--- config.mk ---
export PLATFORM = sky130hd
export DESIGN_NAME = csync_separator
export DESIGN_NICKNAME = d
export VERILOG_FILES = /design/src/rtl/csep_pkg.sv /design/src/rtl/csep_sync.sv /design/src/rtl/csep_period_meter.sv /design/src/rtl/csep_vdetect.sv /design/src/rtl/csep_inserter.sv /design/src/rtl/csync_separator.sv
export SDC_FILE = /design/constraint.sdc
export NUM_CORES = 1
export LEC_CHECK = 0
export BUFFER_PORTS_ARGS = -buffer_cell sky130_fd_sc_hd__buf_2
export CORE_AREA = 2 2 95 97
export CTS_BUF_LIST = sky130_fd_sc_hd__clkbuf_8 sky130_fd_sc_hd__clkbuf_16
export CTS_CLUSTER_DIAMETER = 40
export DETAILED_ROUTE_END_ITERATION = 10
export DIE_AREA = 0 0 97 99
export GPL_ROUTABILITY_DRIVEN = 0
export PLACE_DENSITY_LB_ADDON = 0.15
export SLEW_MARGIN = 20
export SYNTH_ARGS = -nofsm -noshare
export SYNTH_HDL_FRONTEND = slang
export SYNTH_SLANG_ARGS = --single-unit
--- constraint.sdc ---
create_clock -name clk -period 3.7 [get_ports clk]
set_clock_uncertainty 0.2 [all_clocks]
set_input_delay 0.37 -clock clk [delete_from_list [all_inputs] [get_ports clk]]
set_output_delay 0.37 -clock clk [all_outputs]
set_load 0.02 [all_outputs]
--- src/rtl/csep_pkg.sv ---
// Shared defaults and helpers for the composite sync separator.
// Assumes an 8 MHz clock; all time constants are expressed in clocks.
package csep_pkg;
    localparam int CSEP_CNT_W   = 12;  // line period counter width
    localparam int CSEP_VTHR    = 64;  // 8 us: minimum low run seen as vertical
    localparam int CSEP_STRETCH = 72;  // 9 us: vertical hold after run ends
    localparam int CSEP_INS_W   = 16;  // 2 us: fill-in pulse width

    // Map an active-high internal pulse to the requested output sense.
    function automatic logic apply_pol(input logic active, input logic pos);
        return pos ? active : ~active;
    endfunction
endpackage

--- src/rtl/csep_sync.sv ---
// Two-flop synchroniser for asynchronous sync inputs.
// Assumes inputs idle at IDLE_LVL; reset loads that level so no edge is
// seen on release.
module csep_sync #(
    parameter int   W        = 1,
    parameter logic IDLE_LVL = 1'b1
) (
    input  logic         clk,
    input  logic         rst_n,
    input  logic [W-1:0] d,
    output logic [W-1:0] q
);
    logic [W-1:0] meta;

    // Two register stages per bit.
    always_ff @(posedge clk) begin
        if (!rst_n) begin
            meta <= {W{IDLE_LVL}};
            q    <= {W{IDLE_LVL}};
        end else begin
            meta <= d;
            q    <= meta;
        end
    end
endmodule

--- src/rtl/csep_period_meter.sv ---
// Measures the spacing of leading edges of the synchronised active pulse.
// 'elapsed' counts clocks since the latest leading edge. 'line_per' holds
// the spacing between the two edges before that one. Counters saturate.
// 'per_ok' needs three edges since reset and a non-saturated spacing.
module csep_period_meter #(
    parameter int CNT_W = csep_pkg::CSEP_CNT_W
) (
    input  logic             clk,
    input  logic             rst_n,
    input  logic             act,
    output logic             lead,
    output logic [CNT_W-1:0] elapsed,
    output logic [CNT_W-1:0] line_per,
    output logic             per_ok
);
    localparam logic [CNT_W-1:0] CNT_MAX = '1;

    logic             act_d;
    logic [CNT_W-1:0] per_last;
    logic [1:0]       n_edge;

    assign lead   = act & ~act_d;
    assign per_ok = (n_edge == 2'd3) && (line_per != CNT_MAX);

    // Delay of the active level for edge detection.
    always_ff @(posedge clk) begin
        if (!rst_n) act_d <= 1'b0;
        else        act_d <= act;
    end

    // Saturating clock count since the latest leading edge.
    always_ff @(posedge clk) begin
        if (!rst_n)                  elapsed <= '0;
        else if (lead)               elapsed <= CNT_W'(1);
        else if (elapsed != CNT_MAX) elapsed <= elapsed + CNT_W'(1);
    end

    // Two-deep history of measured spacings.
    always_ff @(posedge clk) begin
        if (!rst_n) begin
            per_last <= '0;
            line_per <= '0;
        end else if (lead) begin
            per_last <= elapsed;
            line_per <= per_last;
        end
    end

    // Saturating count of edges since reset.
    always_ff @(posedge clk) begin
        if (!rst_n)                          n_edge <= 2'd0;
        else if (lead && n_edge != 2'd3)     n_edge <= n_edge + 2'd1;
    end
endmodule

--- src/rtl/csep_vdetect.sv ---
// Classifies a long active run as vertical and stretches the result.
// 'v_raw' rises once the run has lasted VTHR clocks and falls when the run
// ends. 'v_win' additionally covers STRETCH clocks after that.
module csep_vdetect #(
    parameter int VTHR    = csep_pkg::CSEP_VTHR,
    parameter int STRETCH = csep_pkg::CSEP_STRETCH
) (
    input  logic clk,
    input  logic rst_n,
    input  logic act,
    output logic v_raw,
    output logic v_win
);
    localparam int WC_W = $clog2(VTHR + 1);
    localparam int ST_W = $clog2(STRETCH + 1);
    localparam logic [WC_W-1:0] WC_MAX = WC_W'(VTHR);
    localparam logic [WC_W-1:0] WC_HIT = WC_W'(VTHR - 1);

    logic [WC_W-1:0] wcnt;
    logic [ST_W-1:0] hold;

    assign v_win = v_raw | (hold != '0);

    // Length of the current active run, saturating at the threshold.
    always_ff @(posedge clk) begin
        if (!rst_n || !act)      wcnt <= '0;
        else if (wcnt != WC_MAX) wcnt <= wcnt + WC_W'(1);
    end

    // Vertical classification of the current run.
    always_ff @(posedge clk) begin
        if (!rst_n || !act)      v_raw <= 1'b0;
        else if (wcnt == WC_HIT) v_raw <= 1'b1;
    end

    // Post-run hold counter.
    always_ff @(posedge clk) begin
        if (!rst_n)              hold <= '0;
        else if (v_raw && !act)  hold <= ST_W'(STRETCH);
        else if (hold != '0)     hold <= hold - ST_W'(1);
    end

    a_r2_vert_needs_active: assert property (@(posedge clk) disable iff (!rst_n)
        v_raw |-> $past(act));
    a_r2_stretch_follows: assert property (@(posedge clk) disable iff (!rst_n)
        $fell(v_raw) |-> v_win);
endmodule

--- src/rtl/csep_inserter.sv ---
// Generates fixed-width horizontal fill-in pulses inside the vertical window.
// On vertical classification it captures the last line spacing and aligns
// its phase to the vertical leading edge via 'elapsed'. A real leading edge
// or the end of the window stops it. Assumes spacing > VTHR + 2.
module csep_inserter #(
    parameter int CNT_W = csep_pkg::CSEP_CNT_W,
    parameter int INS_W = csep_pkg::CSEP_INS_W
) (
    input  logic             clk,
    input  logic             rst_n,
    input  logic             insert_n,
    input  logic             v_raw,
    input  logic             v_win,
    input  logic             lead,
    input  logic [CNT_W-1:0] elapsed,
    input  logic [CNT_W-1:0] line_per,
    input  logic             per_ok,
    output logic             ins_act
);
    localparam int PW_W = $clog2(INS_W + 1);
    localparam logic [PW_W-1:0]  PW_FULL = PW_W'(INS_W);
    localparam logic [CNT_W-1:0] CNT_MAX = '1;

    logic             v_raw_q;
    logic             ins_on;
    logic [CNT_W-1:0] ph;
    logic [CNT_W-1:0] per_l;
    logic [PW_W-1:0]  pw;
    logic             v_rise;
    logic             fire;

    assign v_rise  = v_raw & ~v_raw_q;
    assign fire    = ins_on && v_win && !lead && (ph >= per_l);
    assign ins_act = (pw != '0);

    // Edge memory for vertical classification.
    always_ff @(posedge clk) begin
        if (!rst_n) v_raw_q <= 1'b0;
        else        v_raw_q <= v_raw;
    end

    // Fill-in enable, spacing capture and phase tracking.
    always_ff @(posedge clk) begin
        if (!rst_n) begin
            ins_on <= 1'b0;
            ph     <= '0;
            per_l  <= '0;
        end else if (v_rise) begin
            ins_on <= ~insert_n & per_ok;
            per_l  <= line_per;
            ph     <= (elapsed == CNT_MAX) ? CNT_MAX : elapsed + CNT_W'(1);
        end else if (lead || !v_win) begin
            ins_on <= 1'b0;
        end else if (fire) begin
            ph <= CNT_W'(1);
        end else if (ins_on && ph != CNT_MAX) begin
            ph <= ph + CNT_W'(1);
        end
    end

    // Pulse width down-counter.
    always_ff @(posedge clk) begin
        if (!rst_n)         pw <= '0;
        else if (fire)      pw <= PW_FULL;
        else if (pw != '0)  pw <= pw - PW_W'(1);
    end

    a_r5_fire_in_window: assert property (@(posedge clk) disable iff (!rst_n)
        (pw == PW_FULL) |-> $past(v_win));
    a_r7_on_needs_valid: assert property (@(posedge clk) disable iff (!rst_n)
        $rose(ins_on) |-> ($past(per_ok) && !$past(insert_n)));
    a_r8_real_edge_stops: assert property (@(posedge clk) disable iff (!rst_n)
        lead |=> !ins_on);
    a_r6_off_when_disabled: assert property (@(posedge clk) disable iff (!rst_n)
        (insert_n && v_rise) |=> !ins_on);
endmodule

--- src/rtl/csync_separator.sv ---
// Top level: separate-sync passthrough or composite separation with
// horizontal fill-in during the vertical interval. Inputs are active-low;
// outputs follow the polarity bits. Separate mode is purely combinational.
module csync_separator #(
    parameter int CNT_W   = csep_pkg::CSEP_CNT_W,
    parameter int VTHR    = csep_pkg::CSEP_VTHR,
    parameter int STRETCH = csep_pkg::CSEP_STRETCH,
    parameter int INS_W   = csep_pkg::CSEP_INS_W
) (
    input  logic clk,
    input  logic rst_n,
    input  logic sep_mode,
    input  logic insert_n,
    input  logic hpol_pos,
    input  logic vpol_pos,
    input  logic hs_in,
    input  logic vs_in,
    output logic hs_out,
    output logic vs_out
);
    import csep_pkg::*;

    logic             cs_q;
    logic             act;
    logic             lead;
    logic [CNT_W-1:0] elapsed;
    logic [CNT_W-1:0] line_per;
    logic             per_ok;
    logic             v_raw;
    logic             v_win;
    logic             ins_act;
    logic             h_comp;

    csep_sync #(.W(1), .IDLE_LVL(1'b1)) u_sync (
        .clk(clk), .rst_n(rst_n), .d(hs_in), .q(cs_q)
    );

    assign act = ~cs_q;

    csep_period_meter #(.CNT_W(CNT_W)) u_meter (
        .clk(clk), .rst_n(rst_n), .act(act), .lead(lead),
        .elapsed(elapsed), .line_per(line_per), .per_ok(per_ok)
    );

    csep_vdetect #(.VTHR(VTHR), .STRETCH(STRETCH)) u_vdet (
        .clk(clk), .rst_n(rst_n), .act(act), .v_raw(v_raw), .v_win(v_win)
    );

    csep_inserter #(.CNT_W(CNT_W), .INS_W(INS_W)) u_ins (
        .clk(clk), .rst_n(rst_n), .insert_n(insert_n), .v_raw(v_raw),
        .v_win(v_win), .lead(lead), .elapsed(elapsed), .line_per(line_per),
        .per_ok(per_ok), .ins_act(ins_act)
    );

    // Composite horizontal: real level masked while classified vertical.
    assign h_comp = (act & ~v_raw) | ins_act;

    // Output selection and polarity.
    always_comb begin
        if (sep_mode) begin
            hs_out = apply_pol(~hs_in, hpol_pos);
            vs_out = apply_pol(~vs_in, vpol_pos);
        end else begin
            hs_out = apply_pol(h_comp, hpol_pos);
            vs_out = apply_pol(v_win, vpol_pos);
        end
    end

    a_r3_masked_in_vertical: assert property (@(posedge clk) disable iff (!rst_n)
        (!sep_mode && v_raw && !ins_act) |-> (hs_out == ~hpol_pos));
endmodule

After elaboration in Yosys (flattened, before gate mapping)
Cells that the tools add are included.
- magnitude comparators: 1
- muxes and demuxes: 19
- reductions and logical operators: 23
- equal/unequal tests: 9
- add/subtract/negate cells: 6
- bitwise logic cells: 16
- operators by type and width (operator ; number):
    $mux 12 ; 5
    $ne 12x12->1 const B ; 3
    $add 12x1->12 const B ; 2
    $mux 7 ; 2
    $eq 12x12->1 const B ; 1
    $ge 12x12->1 ; 1
    $mux 1 ; 10
    $mux 5 ; 2
    $not 1->1 ; 10
    $reduce_bool 2->1 ; 4
    $add 7x1->7 const B ; 1
    $eq 7x6->1 const B ; 1
    $logic_and 1x1->1 ; 7
    $ne 7x7->1 const B ; 1
    $reduce_bool 7->1 ; 1
    $sub 7x1->7 const B ; 1
    $reduce_or 2->1 ; 3
    $reduce_bool 5->1 ; 1
    $sub 5x1->5 const B ; 1
    $and 1x1->1 ; 4
    $logic_not 1->1 ; 3
    $reduce_bool 3->1 ; 1
    $add 2x1->2 const B ; 1
    $eq 2x2->1 const B ; 1
    other kinds (5) ; 7
- input port bits: 8
- output and inout port bits: 2
- register bits after elaboration: 87
- word-level logic and storage cells: 92

Longest topological paths before layout
- word-level depth: 8
- mapped depth: 9
- mapped depth without buffers: 8

By module
A second synthesis with hierarchy kept.
- cells, all modules: 557
- area, all modules: 4540.6 um^2
- modules (own cells, without submodules) (module ; seq. area each (um^2) ; cells an instance ; area each (um^2) ; instances):
    csep_inserter ; 620.6 ; 275 ; 2079.5 ; 1
    csep_period_meter ; 780.7 ; 193 ; 1640.3 ; 1
    csep_vdetect ; 300.3 ; 77 ; 713.2 ; 1
    csync_separator ; 0.0 ; 8 ; 55.1 ; 1
    csep_sync ; 40.0 ; 4 ; 52.6 ; 1

Worst setup path after synthesis
No wires, ideal clock.
- path kind: flip-flop to flip-flop
- start: register u_ins.ph[9]
- end: register u_ins.ph[0]
- cell stages (with the launch flop): 8
- required time: 3.430 ns
- data arrival time: 2.173 ns
- setup time: 0.070 ns
- path slack: 1.257 ns
- cells stage by stage: dfxtp_1 ha_1 a21o_1 a21o_1 a2111oi_4 a21oi_2 or4_1 a21oi_1
- longest elaborated chain between the ends: 5
- elaborated cells on any way between the ends: 9
- RTL lines (what ; RTL line ; text):
    start: declaration ; csep_inserter.sv:26 ; logic [CNT_W-1:0] ph;
    start signal: assignment ; csep_inserter.sv:51 ; ph <= (elapsed == CNT_MAX) ? CNT_MAX : elapsed + CNT_W'(1);
    start signal: assignment ; csep_inserter.sv:57 ; ph <= ph + CNT_W'(1);
    $ge 12x12->1 ; csep_inserter.sv:33 ; assign fire = ins_on && v_win && !lead && (ph >= per_l);
    $logic_and 1x1->1 ; csep_inserter.sv:33 ;
    $mux 12 ; csep_inserter.sv:54 ; end else if (fire) begin
    $mux 12 ; csep_inserter.sv:52 ; end else if (lead || !v_win) begin
    $mux 12 ; csep_inserter.sv:48 ; end else if (v_rise) begin
Parallel ways exist; a longest one is shown, timed or not. The select of a mux whose other input is x is not followed.
A chain may end at the register's enable or synchronous reset.

Worst setup path after layout
- start: register u_ins.ph[11]
- end: register u_ins.ph[10]
Same word-level chain as after synthesis.

==> results.yml <==
timing:
  finalWorstSetupSlack_ns: 0.9031
  rsz0062_at_grt: "no"
  relSlewSlack_pct: 37.00
  period_share_pct: 75.59
  hold_viol: 0
  setup_violations: 0
  worstMarginPinSlew_ns: 0.9440
  fmax_ghz: 0.3575
  tns_ns: 0
  fin_crit_ns: 2.797
  final-max-slew-violation-count: 0
  hold_ws_ns: 0.01588
cts:
  cts_buffer_depth: 2
  clock-sinks: 87
  h-tree-depth: 3
  post_cts_resized: 0
  insertion_delay_ns: 0.36
  path_clk_slew_ns: 0.09
  postCtsSetupRepairBufs: 0
  cts_buffers: 9
  ctsRootBufferMaster: "clkbuf_8"
  cts_hold_buf: 0
  cts_tree: "built"
synth:
  synth_cell_type_count: 51
  yosys.area_share.simple_pct: 24.96
  ys_async_sr_fraction_pct: 0
  yosys.area.top_type: "dfxtp_1"
  postSynthAreaPerCell_sq_um: 8.062
  ys.warnings.count: 0
  synth_mux_area_share_pct: 2.015
  synth_top_family_by_area: "simple AND/OR/NAND/NOR gates"
  yosysTopAreaCellShare_pct: 41.86
  yosys.area_share.xor_xnor_pct: 4.211
  synth-adder-area-share_pct: 6.316
  synth_ff_type: "dfxtp_1"
  syn-num-nets: 545
  yosysSeqAreaShare_pct: 41.86
  netlist_area_sq_um: 4160
  synth-compound-area-share_pct: 16.63
  synth_area_leaders: "dfxtp_1 (42%), nand2_1 (8.7%), a21oi_1 (6.6%)"
  synth_edf_count: 0
  syn_inst: 516
  synth_seq_cells: 87
global_route:
  grt_pass1_vias: 3289
  overflow: 0
  antenna_found_initial: 0
  grt_max_degree: 31
  grt_use_total_pct: 20.38
  grt_pass1_wl_um: 15860
setup_path:
  cpPeakStageDelay_ns: 0.63
  cp_slowest_cell: "a41oi_2"
  required_ns: 3.73
  critPathCaptureType: "flip-flop"
  critPathBufInv: 0
  worst-path-max-fanout: 15
  path_class: "flip-flop to flip-flop"
  cp_cell_sequence: "ha_1, nand4_1, nor4_1, o31ai_1, a41oi_2, nor2_1, a2111oi_0"
  critical-path-top-delay-family: "compound AO/OA/AOI/OAI gates"
  arrival_ns: 2.83
  crit_path_start_kind: "flip-flop"
detailed_routing:
  drt_iter0_drc: 277
  ant_nets: 0
  detail_route.wl_per_cell_um: 14.90
  drt_wl_total_um: 9370
  vias: 3544
  via_per_inst: 5.634
  drc: 0
  dr.pass1.iters: 5
floorplanning:
  die_x_um: 97
  start_util_pct: 48.65
  row_count: 34
  io_pins: 10
  design.core.area_sq_um: 8551
  dieHeight_um: 99
  dieArea_sq_um: 9603
final_layout:
  utilization_pct: 52.55
  antennaDiodeCount: 0
  layout-drive-gt1-share_pct: 7.486
  most-common-layout-cells: "nand2_1 (96), dfxtp_1 (87), a21oi_1 (55)"
  nNetsFinal: 546
  mostFrequentLayoutCell: "nand2_1"
  final_cells: 629
  syn_to_final_growth_pct: 8.000
  design_area_sq_um: 4493
place:
  dp_slack_ns: 0.9316
  io_buffer_count: 9
  placed_area_sq_um: 4284
  place_hpwl_um: 6646
  dp_cells: 614
worst_hold_path:
  hp-class: "primary input to flip-flop"
pwr:
  power.total_mw: 2.172
  power.density_nw_per_um2: 483.3
  leakagePower_nw: 1.605
  peakVddDrop_v: 0.0003110
flow_run:
  maxCapViolCount: 0
run_status:
  status: "finished clean"
[layer usage]
metal	track usage, %	share of wire [%]	up-vias	routed length [um]
met5	0	0	-	0
met2	31.20	44	99	4099
met1	28.39	49	1642	4590
met4	9.967	2.7	0	252
met3	2.837	4.6	18	427
li1	-	-	1785	-
[logic make-up after synthesis]
group / Yosys count
AND/OR/NAND/NOR: 229
AO/OA/AOI/OAI: 107
flip-flops: 87
buffers and inverters: 44
adder cells (fa/ha/maj): 21
XOR/XNOR: 20
multiplexers: 8
[synthesized netlist by cell type (2+ instances only)]
| library cell | count |
|---|---|
| mux2i_1 | 5 |
| or2_2 | 2 |
| a31oi_1 | 5 |
| nor4_1 | 6 |
| dfxtp_1 | 87 |
| xor2_1 | 6 |
| nand3b_1 | 3 |
| o21a_1 | 4 |
| and2_1 | 2 |
| nand2_1 | 96 |
| a21boi_0 | 2 |
| o21ai_0 | 11 |
| buf_1 | 4 |
| a21o_1 | 3 |
| nor2_1 | 55 |
| and3_1 | 3 |
| mux2_2 | 3 |
| o31ai_1 | 4 |
| nor3_1 | 16 |
| a21oi_1 | 55 |
| a2bb2oi_1 | 3 |
| a311o_1 | 2 |
| a211oi_1 | 3 |
| nor4b_1 | 2 |
| ha_1 | 21 |
| nand3_1 | 21 |
| clkbuf_1 | 17 |
| a2111oi_0 | 2 |
| nor2b_1 | 2 |
| inv_1 | 22 |
| nand4_1 | 9 |
| and4_1 | 2 |
| nand2b_1 | 7 |
| xnor2_1 | 14 |
[worst paths after layout]
kind	from	end	slack [ns]	cells after the start
worst max-delay path	u_ins.ph[11]$_SDFFE_PN0P_	u_ins.ph[10]$_SDFFE_PN0P_	0.90	7
worst min-delay path	hs_in	u_sync.meta$_SDFF_PN1_	0.02	2
worst min register to register	u_sync.meta$_SDFF_PN1_	u_sync.q$_SDFF_PN1_	0.22	1
worst max register to register	u_ins.ph[11]$_SDFFE_PN0P_	u_ins.ph[10]$_SDFFE_PN0P_	0.90	7
[worst reg2reg max path, delay by kind of cell, from the launching register on]
family / cells / cell delay [ns]
AO/OA/AOI/OAI: 3 / 1.19
AND/OR/NAND/NOR: 3 / 0.52
flip-flops: 1 / 0.39
adder cells (fa/ha/maj): 1 / 0.37
[power breakdown]
group | internal [mW] | switching, mW
clock network | 0.376 | 0.342
registers | 0.998 | 0.0637
logic | 0.172 | 0.220
total | 1.55 | 0.626
[flip-flops by register name, indices dropped and copies added (netlist names)]
signal / flops
u_vdet.v_raw: 1
u_meter.line_per: 12
u_ins.v_raw_q: 1
u_ins.pw: 5
u_meter.act_d: 1
u_ins.per_l: 12
u_sync.q: 1
u_meter.elapsed: 12
u_vdet.hold: 7
u_sync.meta: 1
u_ins.ph: 12
u_vdet.wcnt: 7
u_meter.n_edge: 2
u_meter.per_last: 12
u_ins.ins_on: 1
[final cells by class]
type / count / area [sq um]
Tap cell: 108 / 135.1
Clock buffer: 9 / 123.9
Timing Repair Buffer: 12 / 67.56
Sequential cell: 87 / 1742
Multi-Input combinational cell: 385 / 2257
Fill cell: 809 / 4058
Clock inverter: 6 / 85.08
Inverter: 22 / 82.58
No activity file was read; power rests on OpenSTA's default activity.
